[config.mk]
export PLATFORM = sky130hd
export DESIGN_NAME = insn_expander
export DESIGN_NICKNAME = d
export VERILOG_FILES = /design/src/rtl/insn_expander_pkg.sv /design/src/rtl/insn_expander_ctl.sv /design/src/rtl/insn_expander_dp.sv /design/src/rtl/insn_expander.sv
export SDC_FILE = /design/constraint.sdc
export NUM_CORES = 1
export LEC_CHECK = 0
export BUFFER_PORTS_ARGS = -buffer_cell sky130_fd_sc_hd__buf_2
export CELL_PAD_IN_SITES_DETAIL_PLACEMENT = 1
export CELL_PAD_IN_SITES_GLOBAL_PLACEMENT = 2
export CORE_UTILIZATION = 32
export DETAILED_ROUTE_END_ITERATION = 16
export MAX_ROUTING_LAYER = met4
export PLACE_DENSITY_LB_ADDON = 0.1
export SYNTH_ARGS = -nofsm -noshare
export SYNTH_HDL_FRONTEND = slang
export SYNTH_SLANG_ARGS = --single-unit
[constraint.sdc]
create_clock -name vclk -period 12
set_clock_uncertainty 0.2 [all_clocks]
set_input_delay 2.4 -clock vclk [all_inputs]
set_output_delay 2.4 -clock vclk [all_outputs]
set_load 0.02 [all_outputs]
[src/rtl/insn_expander_pkg.sv]
package insn_expander_pkg;

  localparam int HALF_W  = 16;
  localparam int WORD_W  = 32;
  localparam int CLASS_W = 5;

  typedef enum logic [1:0] {
    ST_DECODED = 2'd0,
    ST_UNDEF   = 2'd1,
    ST_BRANCH  = 2'd2
  } xstat_e;

  typedef enum logic [4:0] {
    L_NONE, L_SHIFTIMM, L_ADDSUB, L_IMM8, L_ALU_NORM, L_ALU_SHIFT,
    L_ALU_NEG, L_ALU_MUL, L_HIREG, L_BX, L_BLX, L_WIDEIMM, L_REGOFF,
    L_OFF_WORD, L_OFF_BYTE, L_HALF, L_ADDRGEN, L_STKADJ, L_MASK8, L_MULTI
  } layout_e;

  // strobes passed from the control to the datapath
  typedef struct packed {
    logic [WORD_W-1:0] baseWord;
    layout_e           layout;
    xstat_e            status;
  } xctl_t;

  function automatic logic [WORD_W-1:0] addSubBase(input logic [1:0] sel);
    case (sel)
      2'd0:    return 32'hE090_0000;
      2'd1:    return 32'hE050_0000;
      2'd2:    return 32'hE290_0000;
      default: return 32'hE250_0000;
    endcase
  endfunction

  function automatic logic [WORD_W-1:0] immOpBase(input logic [1:0] sel);
    case (sel)
      2'd0:    return 32'hE3B0_0000;
      2'd1:    return 32'hE350_0000;
      2'd2:    return 32'hE290_0000;
      default: return 32'hE250_0000;
    endcase
  endfunction

  function automatic logic [WORD_W-1:0] aluBase(input logic [3:0] op);
    case (op)
      4'd0:    return 32'hE010_0000;
      4'd1:    return 32'hE030_0000;
      4'd2:    return 32'hE1B0_0010;
      4'd3:    return 32'hE1B0_0030;
      4'd4:    return 32'hE1B0_0050;
      4'd5:    return 32'hE0B0_0000;
      4'd6:    return 32'hE0D0_0000;
      4'd7:    return 32'hE1B0_0070;
      4'd8:    return 32'hE110_0000;
      4'd9:    return 32'hE270_0000;
      4'd10:   return 32'hE150_0000;
      4'd11:   return 32'hE170_0000;
      4'd12:   return 32'hE190_0000;
      4'd13:   return 32'hE010_0090;
      4'd14:   return 32'hE1D0_0000;
      default: return 32'hE1F0_0000;
    endcase
  endfunction

  function automatic layout_e aluLayout(input logic [3:0] op);
    case (op)
      4'd2, 4'd3, 4'd4, 4'd7: return L_ALU_SHIFT;
      4'd9:                   return L_ALU_NEG;
      4'd13:                  return L_ALU_MUL;
      default:                return L_ALU_NORM;
    endcase
  endfunction

  function automatic logic [WORD_W-1:0] regOffBase(input logic ext, input logic [1:0] sel);
    if (!ext) begin
      case (sel)
        2'd0:    return 32'hE780_0000;
        2'd1:    return 32'hE7C0_0000;
        2'd2:    return 32'hE790_0000;
        default: return 32'hE7D0_0000;
      endcase
    end
    case (sel)
      2'd0:    return 32'hE180_00B0;
      2'd1:    return 32'hE190_00D0;
      2'd2:    return 32'hE190_00B0;
      default: return 32'hE190_00F0;
    endcase
  endfunction

  function automatic logic [WORD_W-1:0] immOffBase(input logic [1:0] sel);
    case (sel)
      2'd0:    return 32'hE580_0000;
      2'd1:    return 32'hE590_0000;
      2'd2:    return 32'hE5C0_0000;
      default: return 32'hE5D0_0000;
    endcase
  endfunction

  function automatic logic [WORD_W-1:0] stackXferBase(input logic [1:0] sel);
    case (sel)
      2'd0:    return 32'hE92D_0000;
      2'd1:    return 32'hE92D_4000;
      2'd2:    return 32'hE8BD_0000;
      default: return 32'hE8BD_8000;
    endcase
  endfunction

endpackage

[src/rtl/insn_expander_ctl.sv]
module insn_expander_ctl
  import insn_expander_pkg::*;
#(
  parameter logic [31:0] TRAP_CODE = 32'h0018_0000
) (
  input  logic [HALF_W-1:0] curHalf,
  input  logic              v5Enable,
  output xctl_t             ctl
);

  logic [CLASS_W-1:0] cls;
  assign cls = curHalf[HALF_W-1 -: CLASS_W];

  always_comb begin
    ctl.baseWord = '0;
    ctl.layout   = L_NONE;
    ctl.status   = ST_DECODED;
    case (cls)
      5'd0, 5'd1, 5'd2: begin
        ctl.baseWord = 32'hE1B0_0000;
        ctl.layout   = L_SHIFTIMM;
      end
      5'd3: begin
        ctl.baseWord = addSubBase(curHalf[10:9]);
        ctl.layout   = L_ADDSUB;
      end
      5'd4, 5'd5, 5'd6, 5'd7: begin
        ctl.baseWord = immOpBase(curHalf[12:11]);
        ctl.layout   = L_IMM8;
      end
      5'd8: begin
        if (!curHalf[10]) begin
          ctl.baseWord = aluBase(curHalf[9:6]);
          ctl.layout   = aluLayout(curHalf[9:6]);
        end else begin
          case (curHalf[9:6])
            4'd1, 4'd2, 4'd3: begin
              ctl.baseWord = 32'hE080_0000;
              ctl.layout   = L_HIREG;
            end
            4'd5, 4'd6, 4'd7: begin
              ctl.baseWord = 32'hE150_0000;
              ctl.layout   = L_HIREG;
            end
            4'd9, 4'd10, 4'd11: begin
              ctl.baseWord = 32'hE1A0_0000;
              ctl.layout   = L_HIREG;
            end
            4'd12, 4'd13: begin
              ctl.baseWord = 32'hE12F_FF10;
              ctl.layout   = L_BX;
            end
            4'd14, 4'd15: begin
              if (v5Enable) begin
                ctl.baseWord = 32'hE120_0030;
                ctl.layout   = L_BLX;
              end else begin
                ctl.status = ST_UNDEF;
              end
            end
            default: ctl.status = ST_UNDEF;
          endcase
        end
      end
      5'd9: begin
        ctl.baseWord = 32'hE59F_0000;
        ctl.layout   = L_WIDEIMM;
      end
      5'd10, 5'd11: begin
        ctl.baseWord = regOffBase(curHalf[9], curHalf[11:10]);
        ctl.layout   = L_REGOFF;
      end
      5'd12, 5'd13, 5'd14, 5'd15: begin
        ctl.baseWord = immOffBase(curHalf[12:11]);
        ctl.layout   = curHalf[12] ? L_OFF_BYTE : L_OFF_WORD;
      end
      5'd16, 5'd17: begin
        ctl.baseWord = curHalf[11] ? 32'hE1D0_00B0 : 32'hE1C0_00B0;
        ctl.layout   = L_HALF;
      end
      5'd18, 5'd19: begin
        ctl.baseWord = curHalf[11] ? 32'hE59D_0000 : 32'hE58D_0000;
        ctl.layout   = L_WIDEIMM;
      end
      5'd20, 5'd21: begin
        ctl.baseWord = curHalf[11] ? 32'hE28D_0F00 : 32'hE28F_0F00;
        ctl.layout   = L_ADDRGEN;
      end
      5'd22, 5'd23: begin
        if (curHalf[11:8] == 4'h0) begin
          ctl.baseWord = curHalf[7] ? 32'hE24D_DF00 : 32'hE28D_DF00;
          ctl.layout   = L_STKADJ;
        end else if (curHalf[11:8] == 4'hE) begin
          ctl.baseWord = 32'hEF00_0000 | TRAP_CODE;
          ctl.layout   = L_NONE;
        end else begin
          ctl.baseWord = stackXferBase({curHalf[11], curHalf[8]});
          ctl.layout   = L_MASK8;
        end
      end
      5'd24, 5'd25: begin
        ctl.baseWord = curHalf[11] ? 32'hE8B0_0000 : 32'hE8A0_0000;
        ctl.layout   = L_MULTI;
      end
      5'd26, 5'd27: begin
        if (curHalf[11:8] == 4'hF) begin
          ctl.baseWord = 32'hEF00_0000;
          ctl.layout   = L_MASK8;
        end else if (curHalf[11:8] == 4'hE) begin
          ctl.status = ST_UNDEF;
        end else begin
          ctl.status = ST_BRANCH;
        end
      end
      5'd29: ctl.status = curHalf[0] ? ST_UNDEF : ST_BRANCH;
      default: ctl.status = ST_BRANCH;
    endcase
  end

endmodule

[src/rtl/insn_expander_dp.sv]
module insn_expander_dp
  import insn_expander_pkg::*;
#(
  parameter logic [31:0] FILLER_WORD = 32'hBAAD_F00D
) (
  input  logic [HALF_W-1:0] curHalf,
  input  xctl_t             ctl,
  output logic [WORD_W-1:0] fullInsn
);

  logic [2:0] rLo, rMid, rHi3, rTop;
  logic [3:0] hiD, hiS;
  logic [7:0] imm8;
  logic [4:0] off5;
  logic [WORD_W-1:0] fields;

  assign rLo  = curHalf[2:0];
  assign rMid = curHalf[5:3];
  assign rHi3 = curHalf[8:6];
  assign rTop = curHalf[10:8];
  assign hiD  = {curHalf[7], curHalf[2:0]};
  assign hiS  = {curHalf[6], curHalf[5:3]};
  assign imm8 = curHalf[7:0];
  assign off5 = curHalf[10:6];

  always_comb begin
    fields = '0;
    case (ctl.layout)
      L_SHIFTIMM:  fields = (32'(rLo) << 12) | (32'(off5) << 7)
                          | (32'(curHalf[12:11]) << 5) | 32'(rMid);
      L_ADDSUB:    fields = (32'(rMid) << 16) | (32'(rLo) << 12) | 32'(rHi3);
      L_IMM8:      fields = (32'(rTop) << 16) | (32'(rTop) << 12) | 32'(imm8);
      L_ALU_NORM:  fields = (32'(rLo) << 16) | (32'(rLo) << 12) | 32'(rMid);
      L_ALU_SHIFT: fields = (32'(rLo) << 12) | (32'(rMid) << 8) | 32'(rLo);
      L_ALU_NEG:   fields = (32'(rMid) << 16) | (32'(rLo) << 12);
      L_ALU_MUL:   fields = (32'(rLo) << 16) | (32'(rLo) << 8) | 32'(rMid);
      L_HIREG:     fields = (32'(hiD) << 16) | (32'(hiD) << 12) | 32'(hiS);
      L_BX:        fields = 32'(curHalf[6:3]);
      L_BLX:       fields = 32'(hiS);
      L_WIDEIMM:   fields = (32'(rTop) << 12) | (32'(imm8) << 2);
      L_REGOFF:    fields = (32'(rMid) << 16) | (32'(rLo) << 12) | 32'(rHi3);
      L_OFF_WORD:  fields = (32'(rMid) << 16) | (32'(rLo) << 12) | (32'(off5) << 2);
      L_OFF_BYTE:  fields = (32'(rMid) << 16) | (32'(rLo) << 12) | 32'(off5);
      L_HALF:      fields = (32'(rMid) << 16) | (32'(rLo) << 12)
                          | (32'(off5[4:3]) << 8) | (32'(off5[2:0]) << 1);
      L_ADDRGEN:   fields = (32'(rTop) << 12) | 32'(imm8);
      L_STKADJ:    fields = 32'(curHalf[6:0]);
      L_MASK8:     fields = 32'(imm8);
      L_MULTI:     fields = (32'(rTop) << 16) | 32'(imm8);
      default:     fields = '0;
    endcase
  end

  assign fullInsn = (ctl.status == ST_DECODED) ? (ctl.baseWord | fields) : FILLER_WORD;

endmodule

[src/rtl/insn_expander.sv]
module insn_expander
  import insn_expander_pkg::*;
#(
  parameter logic [31:0] FILLER_WORD = 32'hBAAD_F00D,
  parameter logic [31:0] TRAP_CODE   = 32'h0018_0000
) (
  input  logic [31:0] fetchWord,
  input  logic        bigEndian,
  input  logic        v5Enable,
  output logic [31:0] fullInsn,
  output logic [1:0]  status
);

  logic [HALF_W-1:0] curHalf;
  xctl_t             ctl;

  assign curHalf = bigEndian ? fetchWord[WORD_W-1 -: HALF_W] : fetchWord[HALF_W-1:0];

  insn_expander_ctl #(.TRAP_CODE(TRAP_CODE)) u_ctl (
    .curHalf  (curHalf),
    .v5Enable (v5Enable),
    .ctl      (ctl)
  );

  insn_expander_dp #(.FILLER_WORD(FILLER_WORD)) u_dp (
    .curHalf  (curHalf),
    .ctl      (ctl),
    .fullInsn (fullInsn)
  );

  assign status = ctl.status;

endmodule

# --- Word-level counts from Yosys, hierarchy flattened ---
# Memory sizes are Yosys's and may differ from the RTL's.
# Cells that the tools add are included.
op_classes:
  addsub: 0
  mul: 0
  div: 0
  magnitude_cmp: 0
  n_eq_ne: 71
  n_shift: 0
  mux: 34
  bitwise: 23
  reduce_logical: 27
op_table:
  columns: ["op", "n"]
  rows:
  - ["32-bit case mux with 17 select lines", 1]
  - ["37-bit case mux with 13 select lines", 1]
  - ["37-bit two-way mux", 5]
  - ["37-bit case mux with 5 select lines", 1]
  - ["32-bit by 3-bit bitwise OR with 32-bit output", 5]
  - ["25-bit case mux with 3 select lines", 2]
  - ["23-bit case mux with 3 select lines", 2]
  - ["32-bit two-way mux", 3]
  - ["5-bit == test (second input constant)", 17]
  - ["5-bit by 4-bit == test with 1-bit output (second input constant)", 16]
  - ["26-bit case mux with 3 select lines", 1]
  - ["32-bit by 4-bit bitwise OR with 32-bit output", 2]
  - ["32-bit by 7-bit bitwise OR with 32-bit output", 2]
  - ["21-bit two-way mux", 3]
  - ["21-bit case mux with 3 select lines", 1]
  - ["19-bit by 15-bit bitwise OR with 19-bit output", 3]
  - ["5-bit by 3-bit == test with 1-bit output (second input constant)", 8]
  - ["4-bit == test (second input constant)", 9]
  - ["32-bit by 10-bit bitwise OR with 32-bit output", 1]
  - ["32-bit bitwise OR", 1]
  - ["32-bit by 5-bit bitwise OR with 32-bit output", 1]
  - ["32-bit by 8-bit bitwise OR with 32-bit output", 1]
  - ["25-bit OR reduction", 1]
  - ["24-bit two-way mux", 1]
  - ["other kinds (28)", 67]
word_totals:
  regBits: 0
  latchBits: 0
  ram_bits: 0
  mem_bits_ro: 144
  out_inout_bits: 34
  mem_count: 1
memory_table:
  columns: ["name", "depth", "word_bits", "rd", "rd_ports_with_merged_regs", "wr", "line_no", "source"]
  rows:
  - ["(name not given)", 16, 9, 1, 0, 0, "insn_expander_pkg.sv:45", "case (op)"]

# --- Logic depth before layout (Yosys ltp) ---
# Gate-level depths: netlist of run 1.
depth:
  depth_word: 11
  depth_mapped: 16
  ltp_nobuf: 11

# --- Modules after synthesis ---
# A second synthesis of run 1 with hierarchy kept.
unflattened:
  hier_cells: 379
  hier_area_um2: 2546.2
modules_own_cells:
  columns: ["module", "n_inst", "cells_per_inst", "area_each_um2"]
  rows:
  - ["insn_expander_ctl", 1, 217, 1307.5]
  - ["insn_expander_dp", 1, 144, 989.7]
  - ["insn_expander", 1, 18, 249.0]

# --- Worst setup path after synthesis of run 1 ---
# Ideal clock, no wire load.
synth_path:
  path_kind: "input to output"
  start: "input bigEndian"
  end: "output fullInsn[1]"
  t_arrival_ps: 6080
  path_slack_ps: 3320
  path_stages: 14
  path_buffers: 4
  cell_sequence: "buf_6 -> buf_6 -> buf_6 -> buf_2 -> mux2i_1 -> inv_1 -> ha_1 -> or4_1 -> o2111ai_2 -> nand3_2 -> or4_1 -> o21a_1 -> nand2b_1 -> a31oi_1"
synth_via:
  elab_chain_len: 11
  word_cells_on_any_way: 118
  classes_between: "eq/ne (63); mux (20); bitwise (12); reduce/logical (23)"
synth_rtl:
  columns: ["item", "line_no", "source"]
  rows:
  - ["from (decl)", "insn_expander.sv:8", "input logic bigEndian,"]
  - ["16-bit two-way mux (*)", "insn_expander.sv:17", "assign curHalf = bigEndian ? fetchWord[WORD_W-1 -: HALF_W] : fetchWord[HALF_W-1:0];"]
  - ["4-bit == test, or another cell as far along", "insn_expander_pkg.sv:66, insn_expander_ctl.sv:36", null]
  - ["3-bit OR reduction, or another cell as far along", null, null]
  - ["37-bit case mux with 5 select lines or 2-bit case mux with 3 select lines (tied branches)", "insn_expander_ctl.sv:36, insn_expander_pkg.sv:66", null]
  - ["37-bit two-way mux", "insn_expander_ctl.sv:32", "if (!curHalf[10]) begin"]
  - ["37-bit case mux with 13 select lines", "insn_expander_ctl.sv:18", "case (cls)"]
  - ["5-bit by 2-bit == test with 1-bit output or 5-bit by 4-bit == test with 1-bit output (tied branches)", "insn_expander_dp.sv:28", "case (ctl.layout)"]
  - ["2-bit OR reduction (no line)", null, null]
  - ["32-bit case mux with 17 select lines", "insn_expander_dp.sv:28", null]
  - ["32-bit bitwise OR", "insn_expander_dp.sv:54", "assign fullInsn = (ctl.status == ST_DECODED) ? (ctl.baseWord | fields) : FILLER_WORD;"]
  - ["32-bit two-way mux (*)", "insn_expander_dp.sv:54", null]
  - ["to (decl)", "insn_expander.sv:10", "output logic [31:0] fullInsn,"]
# Every way passes the cells marked *; elsewhere a longest branch is shown, timed or not. The select of a mux whose other input is x is not followed.

# --- Worst setup path after layout of run 1 ---
layout_path:
  start: "input bigEndian"
  end: "output fullInsn[23]"
# The elaborated chain is that of the path after synthesis.

==> flow_summary_export.csv, run 1 <==
group,metric,value,unit
die,boundaryPins,68,
global_route,grtUsageMet2,51.4,%
min_path,holdCritPathClass,"primary input to output port",
synthesis,synth.avg_cell_area,6.91,um2
cells_and_area,drive_gt1_share,27.0,%
worst_setup_path,max_stage_delay,0.80,ns
die,core-area,7290,um2
worst_setup_path,start_kind,"primary input",
global_route,grt_pass1_wl,18600,um
global_route,track_usage,32.0,%
synthesis,yosys-top-cells-count,"34 x nand2_1, 26 x a21oi_1, 25 x nor2_1, 21 x o21ai_0",
placement,placed_area,2810,um2
timing,setup_violations,0,
timing,slew_headroom,39.4,%
synthesis,synth.distinct_cells,76,
cells_and_area,final_area,2810,um2
timing,clock.fmax,0.107,GHz
global_route,grt_max_degree,54,
die,fp.dieArea,7960,um2
detailed_routing,vias,3353,
cells_and_area,seqCellArea,0,um2
synthesis,syn_inst,352,
worst_setup_path,path_buf_inv,4,
synthesis,yosysSeqAreaShare,0,%
power_and_ir_drop,cellLeakagePower,1.21,nW
cells_and_area,final_net_count,447,
global_route,grt_util_met1,44.3,%
worst_setup_path,path_cells,"buf_2 -> mux2i_1 -> inv_1 -> ha_1 -> nor2_1 -> a211o_1 -> a211o_1 -> and3_1 -> inv_2 -> or3_1 -> or4_1 -> buf_2",
timing,finalSetupTns,0,ns
detailed_routing,first_iter_violations,306,
power_and_ir_drop,pwr_density_cell,61.7,nW/um2
placement,numPortBuffers,66,
min_path,hold_depth,4,
detailed_routing,drc_errors,0,
timing,tightest_slew,0.884,ns
worst_setup_path,critPathKind,"primary input to output port",
worst_setup_path,cp_max_fo,13,
synthesis,yosys-top-cells-area,"a21oi_1 5.3%, nand2_1 5.2%, mux2i_1 4.9%",
cts,ctsHoldBuffers,0,
timing,rsz0062_at_grt,"false",
cells_and_area,design.seq.count,0,
timing,slew_violations,0,
cells_and_area,areaGrowthSynthToFinish,15.3,%
outcome,status,"complete, no violations",
detailed_routing,postRouteAntennaNets,0,
detailed_routing,avgRoutedWirePerCell,23.9,um
synthesis,yosys.area.top_type,"a21oi_1",
global_route,antenna_found_initial,0,
detailed_routing,drt_pass1_iterations,5,
synthesis,yosysWarningCount,0,
cells_and_area,clockBufferCount,0,
job,maxCapViolations,0,
die,floorplan.rows,31,
worst_setup_path,path_delay_family,"simple AND/OR/NAND/NOR gates",
worst_setup_path,endpoint_kind,"output port",
die,fp.dieW,89.2,um
placement,gp_congestion,1.02,
synthesis,yosysTopAreaCellShare,5.35,%
worst_setup_path,slowest_stage,"mux2i_1",
detailed_routing,via_per_inst,6.67,
global_route,grt_overflow_total,0,
synthesis,syn_area,2430,um2
cts,cts_setup_buffers,0,
detailed_routing,routed_wirelength,12000,um
timing,hold_ws,5.15,ns
power_and_ir_drop,ir_drop,19.1,uV
timing,final_hold_viol_count,0,
global_route,busiest_layer,"met2",
global_route,grt_pass1_vias,3210,
timing,min_period_over_period,77.6,%
die,initial_utilization,33.4,%
global_route,gr-usage-met3,1.75,%
synthesis,synth.most_common_cell,"nand2_1",
placement,dpl.hpwl,9500,um
cts,cts_resized,0,
worst_setup_path,required,9.40,ns
die,die_h,89.2,um
worst_setup_path,arrival,6.71,ns
timing,period_needed,9.31,ns
cells_and_area,antennaDiodeCount,0,
min_path,hp-start,"fetchWord[5]",
min_path,min_to,"fullInsn[5]",
cell families (layout without fill, tap and decap cells):
family	after synthesis	after routing	synth area share [%]
compound gates	133	133	39.7
simple gates	157	157	38.2
fa+ha+maj	7	7	3.60
mux	25	25	11.5
other cells	1	2	0.154
buf+inv	28	79	6.48
xor+xnor	1	1	0.360
worst min-delay path, cell delays in order:
cell and delay (ns):
buf_2 0.08, mux2i_1 0.12, o221ai_1 0.17, buf_2 0.17
routing by layer:
| metal | up-vias | wire length, um |
|---|---|---|
| li1 | 1522 | - |
| met5 | - | 0 |
| met4 | 0 | 289 |
| met2 | 134 | 5620 |
| met3 | 21 | 652 |
| met1 | 1676 | 5490 |
worst max-delay path by stage:
stage | startpoint | endpoint | slack [ns] | depth (start not counted)
detailed placement | bigEndian | fullInsn[23] | 2.78 | 12
finish | bigEndian | fullInsn[23] | 2.69 | 12
CTS | bigEndian | fullInsn[23] | 2.77 | 12
global placement | bigEndian | fullInsn[23] | 2.82 | 12
global route | bigEndian | fullInsn[23] | 2.44 | 12
floorplan | bigEndian | fullInsn[1] | 3.32 | 14
cell usage in the layout, fill, tap and decap left out, types with 8 or more instances in the layout:
cell	Yosys	routed
buf_2	6	66
nand2_1	34	34
a21oi_1	26	26
nor2_1	25	25
o21ai_0	21	21
nand3_1	13	13
o221ai_1	13	13
mux2i_1	12	12
mux2_2	9	9
a31oi_1	8	8
layout make-up:
cell class / count / area [um2]
fill: 1002 / 4490
inverter: 7 / 26.3
multi-input combinational: 325 / 2280
tap: 99 / 124
timing repair buffer: 72 / 375
stage by stage:
step | instances | utilization [%] | setup slack (ns) | power [mW]
2_1_floorplan | 353 | - | 3.32 | 0.114
3_3_place_gp | 503 | 38.5 | 2.82 | 0.170
3_5_place_dp | 503 | 38.5 | 2.78 | 0.170
4_1_cts | 503 | 38.5 | 2.77 | 0.170
5_1_grt | 503 | 38.5 | 2.44 | 0.186
6_report | 503 | 38.5 | 2.69 | 0.173
power breakdown:
group          switching, mW  leakage, nW  internal [mW]
registers                  0            0              0
clock network              0            0              0
logic                  0.115         1.21         0.0580
total                  0.115         1.21         0.0580
No activity file was read; power rests on OpenSTA's default activity.
==> run 2, diff against run 1 <==
ABC_AREA = 1   (was unset)
CORE_UTILIZATION = 24   (was 32)
clock period = 7.5 ns   (was 12 ns; I/O delays follow)
==> run 2 against run 1 <==
Compared with the run above:
- die area rose by 35%
- sequential share of layout area unchanged
- synthesized cell count is 30% higher
- design area is 3.2% higher
- routed wire length rose by 1.9%
- hold slack got worse by 1.7 ns
- non-clock buffer count decreased by 3
- flip-flop and latch count did not move
- critical path depth increased by 6
==> flow_summary_export.csv, run 2 <==
group,metric,value,unit
timing,slew_violations,0,
synthesis,yosys.area.top_type,"nand2_1",
worst_setup_path,start_kind,"primary input",
timing,finalSetupTns,0,ns
cells_and_area,final_cell_mix,"120 x nand2_1, 66 x buf_2, 55 x inv_1",
cells_and_area,final_net_count,558,
global_route,grt_pass1_vias,3466,
cells_and_area,antennaDiodeCount,0,
min_path,holdCritPathClass,"primary input to output port",
placement,dpl.hpwl,10100,um
die,initial_utilization,25.1,%
worst_setup_path,cp_max_fo,18,
synthesis,synth.distinct_cells,46,
power_and_ir_drop,pwr_density_cell,102,nW/um2
detailed_routing,drt_pass1_iterations,4,
worst_setup_path,endpoint_kind,"output port",
die,fp.dieW,104,um
synthesis,yosys-top-cells-count,"120 x nand2_1, 55 x inv_1, 37 x nand3_1, 33 x nor2_1, 21 x nand2_2",
timing,rsz0062_at_grt,"false",
die,floorplan.rows,36,
synthesis,syn_area,2470,um2
placement,gp_congestion,0.882,
min_path,hp-start,"v5Enable",
synthesis,synth.avg_cell_area,5.40,um2
global_route,grt_pass1_wl,19700,um
detailed_routing,vias,3492,
cts,cts_setup_buffers,0,
global_route,track_usage,23.4,%
synthesis,yosysWarningCount,0,
global_route,antenna_found_initial,0,
die,fp.dieArea,10700,um2
die,die_h,104,um
min_path,min_to,"status[0]",
outcome,status,"complete, no violations",
timing,period_needed,6.71,ns
cells_and_area,clockBufferCount,0,
power_and_ir_drop,power,0.295,mW
timing,final_hold_viol_count,0,
cells_and_area,final_common_cell,"nand2_1",
synthesis,synth.most_common_cell,"nand2_1",
worst_setup_path,required,5.80,ns
worst_setup_path,startpoint,"bigEndian",
detailed_routing,first_iter_violations,260,
synthesis,yosysSeqAreaShare,0,%
power_and_ir_drop,ir_drop,34.1,uV
min_path,hold_depth,5,
die,core-area,9860,um2
job,maxCapViolations,0,
cells_and_area,drive_gt1_share,28.0,%
global_route,grt_overflow_total,0,
placement,numPortBuffers,66,
timing,setup_violations,0,
detailed_routing,routed_wirelength,12300,um
detailed_routing,postRouteAntennaNets,0,
worst_setup_path,arrival,5.01,ns
cells_and_area,design.seq.count,0,
placement,dp_slack,0.840,ns
synthesis,yosysTopAreaCellShare,18.2,%
die,boundaryPins,68,
cts,cts_resized,0,
synthesis,syn_inst,458,
synthesis,yosys-top-cells-area,"nand2_1 18%, inv_1 8.3%, nand3_1 7.5%",
cts,ctsHoldBuffers,0,
cells_and_area,seqCellArea,0,um2
cells_and_area,areaGrowthSynthToFinish,17.0,%
timing,tightest_slew,0.965,ns
detailed_routing,via_per_inst,5.39,
timing,clock.fmax,0.149,GHz
detailed_routing,avgRoutedWirePerCell,18.9,um
worst_setup_path,critPathKind,"primary input to output port",
timing,slew_headroom,35.0,%
power_and_ir_drop,cellLeakagePower,1.51,nW
detailed_routing,drc_errors,0,
timing,fin_ws,0.789,ns
timing,min_period_over_period,89.5,%
global_route,grt_max_degree,29,
-- run 2: changes by cell type after synthesis, moves of 10 or more --
cell and delta:
inv_1 +49, mux2i_1 -12, nand2_1 +86, nand2_2 +21, nand3_1 +24, nand3_2 +10
nor2_2 +10, o221ai_1 -12
-- run 2: worst max path at each step --
stage                         to  slack (ns)  depth (start not counted)
floorplan            fullInsn[4]        1.54                         17
global placement     fullInsn[1]        0.96                         19
detailed placement  fullInsn[11]        0.84                         18
CTS                 fullInsn[11]        0.82                         18
global route        fullInsn[11]        0.40                         18
finish              fullInsn[10]        0.79                         18
-- run 2: report_power, final --
group,internal (mW),leakage (nW),switching (mW)
clock,0,0,0
sequential,0,0,0
combinational,0.0835,1.51,0.211
-- run 2: per-layer routing --
layer,part of all wire [%],global-route usage [%]
met1,48,32.2
met5,0,-
met2,46,38.0
met3,4.0,0.944
met4,2.3,4.66
-- run 2: area by class of cell --
cell class / count / area (um2)
inverters: 67 / 251
well taps: 133 / 166
fillers: 1369 / 6970
multi-input cells: 379 / 2120
repair buffers: 69 / 353
-- run 2: worst max-delay path, stage by stage --
cell,delay (ns)
buf_2,0.09
inv_2,0.13
or2_2,0.31
o21ai_1,0.07
buf_4,0.18
clkinv_1,0.31
ha_1,0.36
nor2_1,0.17
inv_1,0.11
nor2_1,0.19
o21ai_0,0.11
o21ai_0,0.08
nand3_1,0.13
nand3_2,0.23
inv_1,0.29
o21ai_0,0.33
o2111ai_1,0.18
buf_2,0.20
-- run 2: cell families (layout without fill, tap and decap cells) --
logic type                 Yosys count  after routing  synth area share [%]
AOI/OAI and AO/OA                   90             90                  23.6
adders and majority gates            7              7                  3.54
buffers and inverters               80            136                  14.3
other                                1              2                 0.152
and+or+nand+nor                    280            280                  58.5
-- run 2: metrics by stage --
step	std cells	hold WS (ns)	cell area (um2)	util [%]
2_1_floorplan	459	3.16	2480	-
3_3_place_gp	648	3.40	2900	29.4
3_5_place_dp	648	3.41	2900	29.4
4_1_cts	648	3.42	2900	29.4
5_1_grt	648	3.48	2900	29.4
6_report	648	3.42	2900	29.4
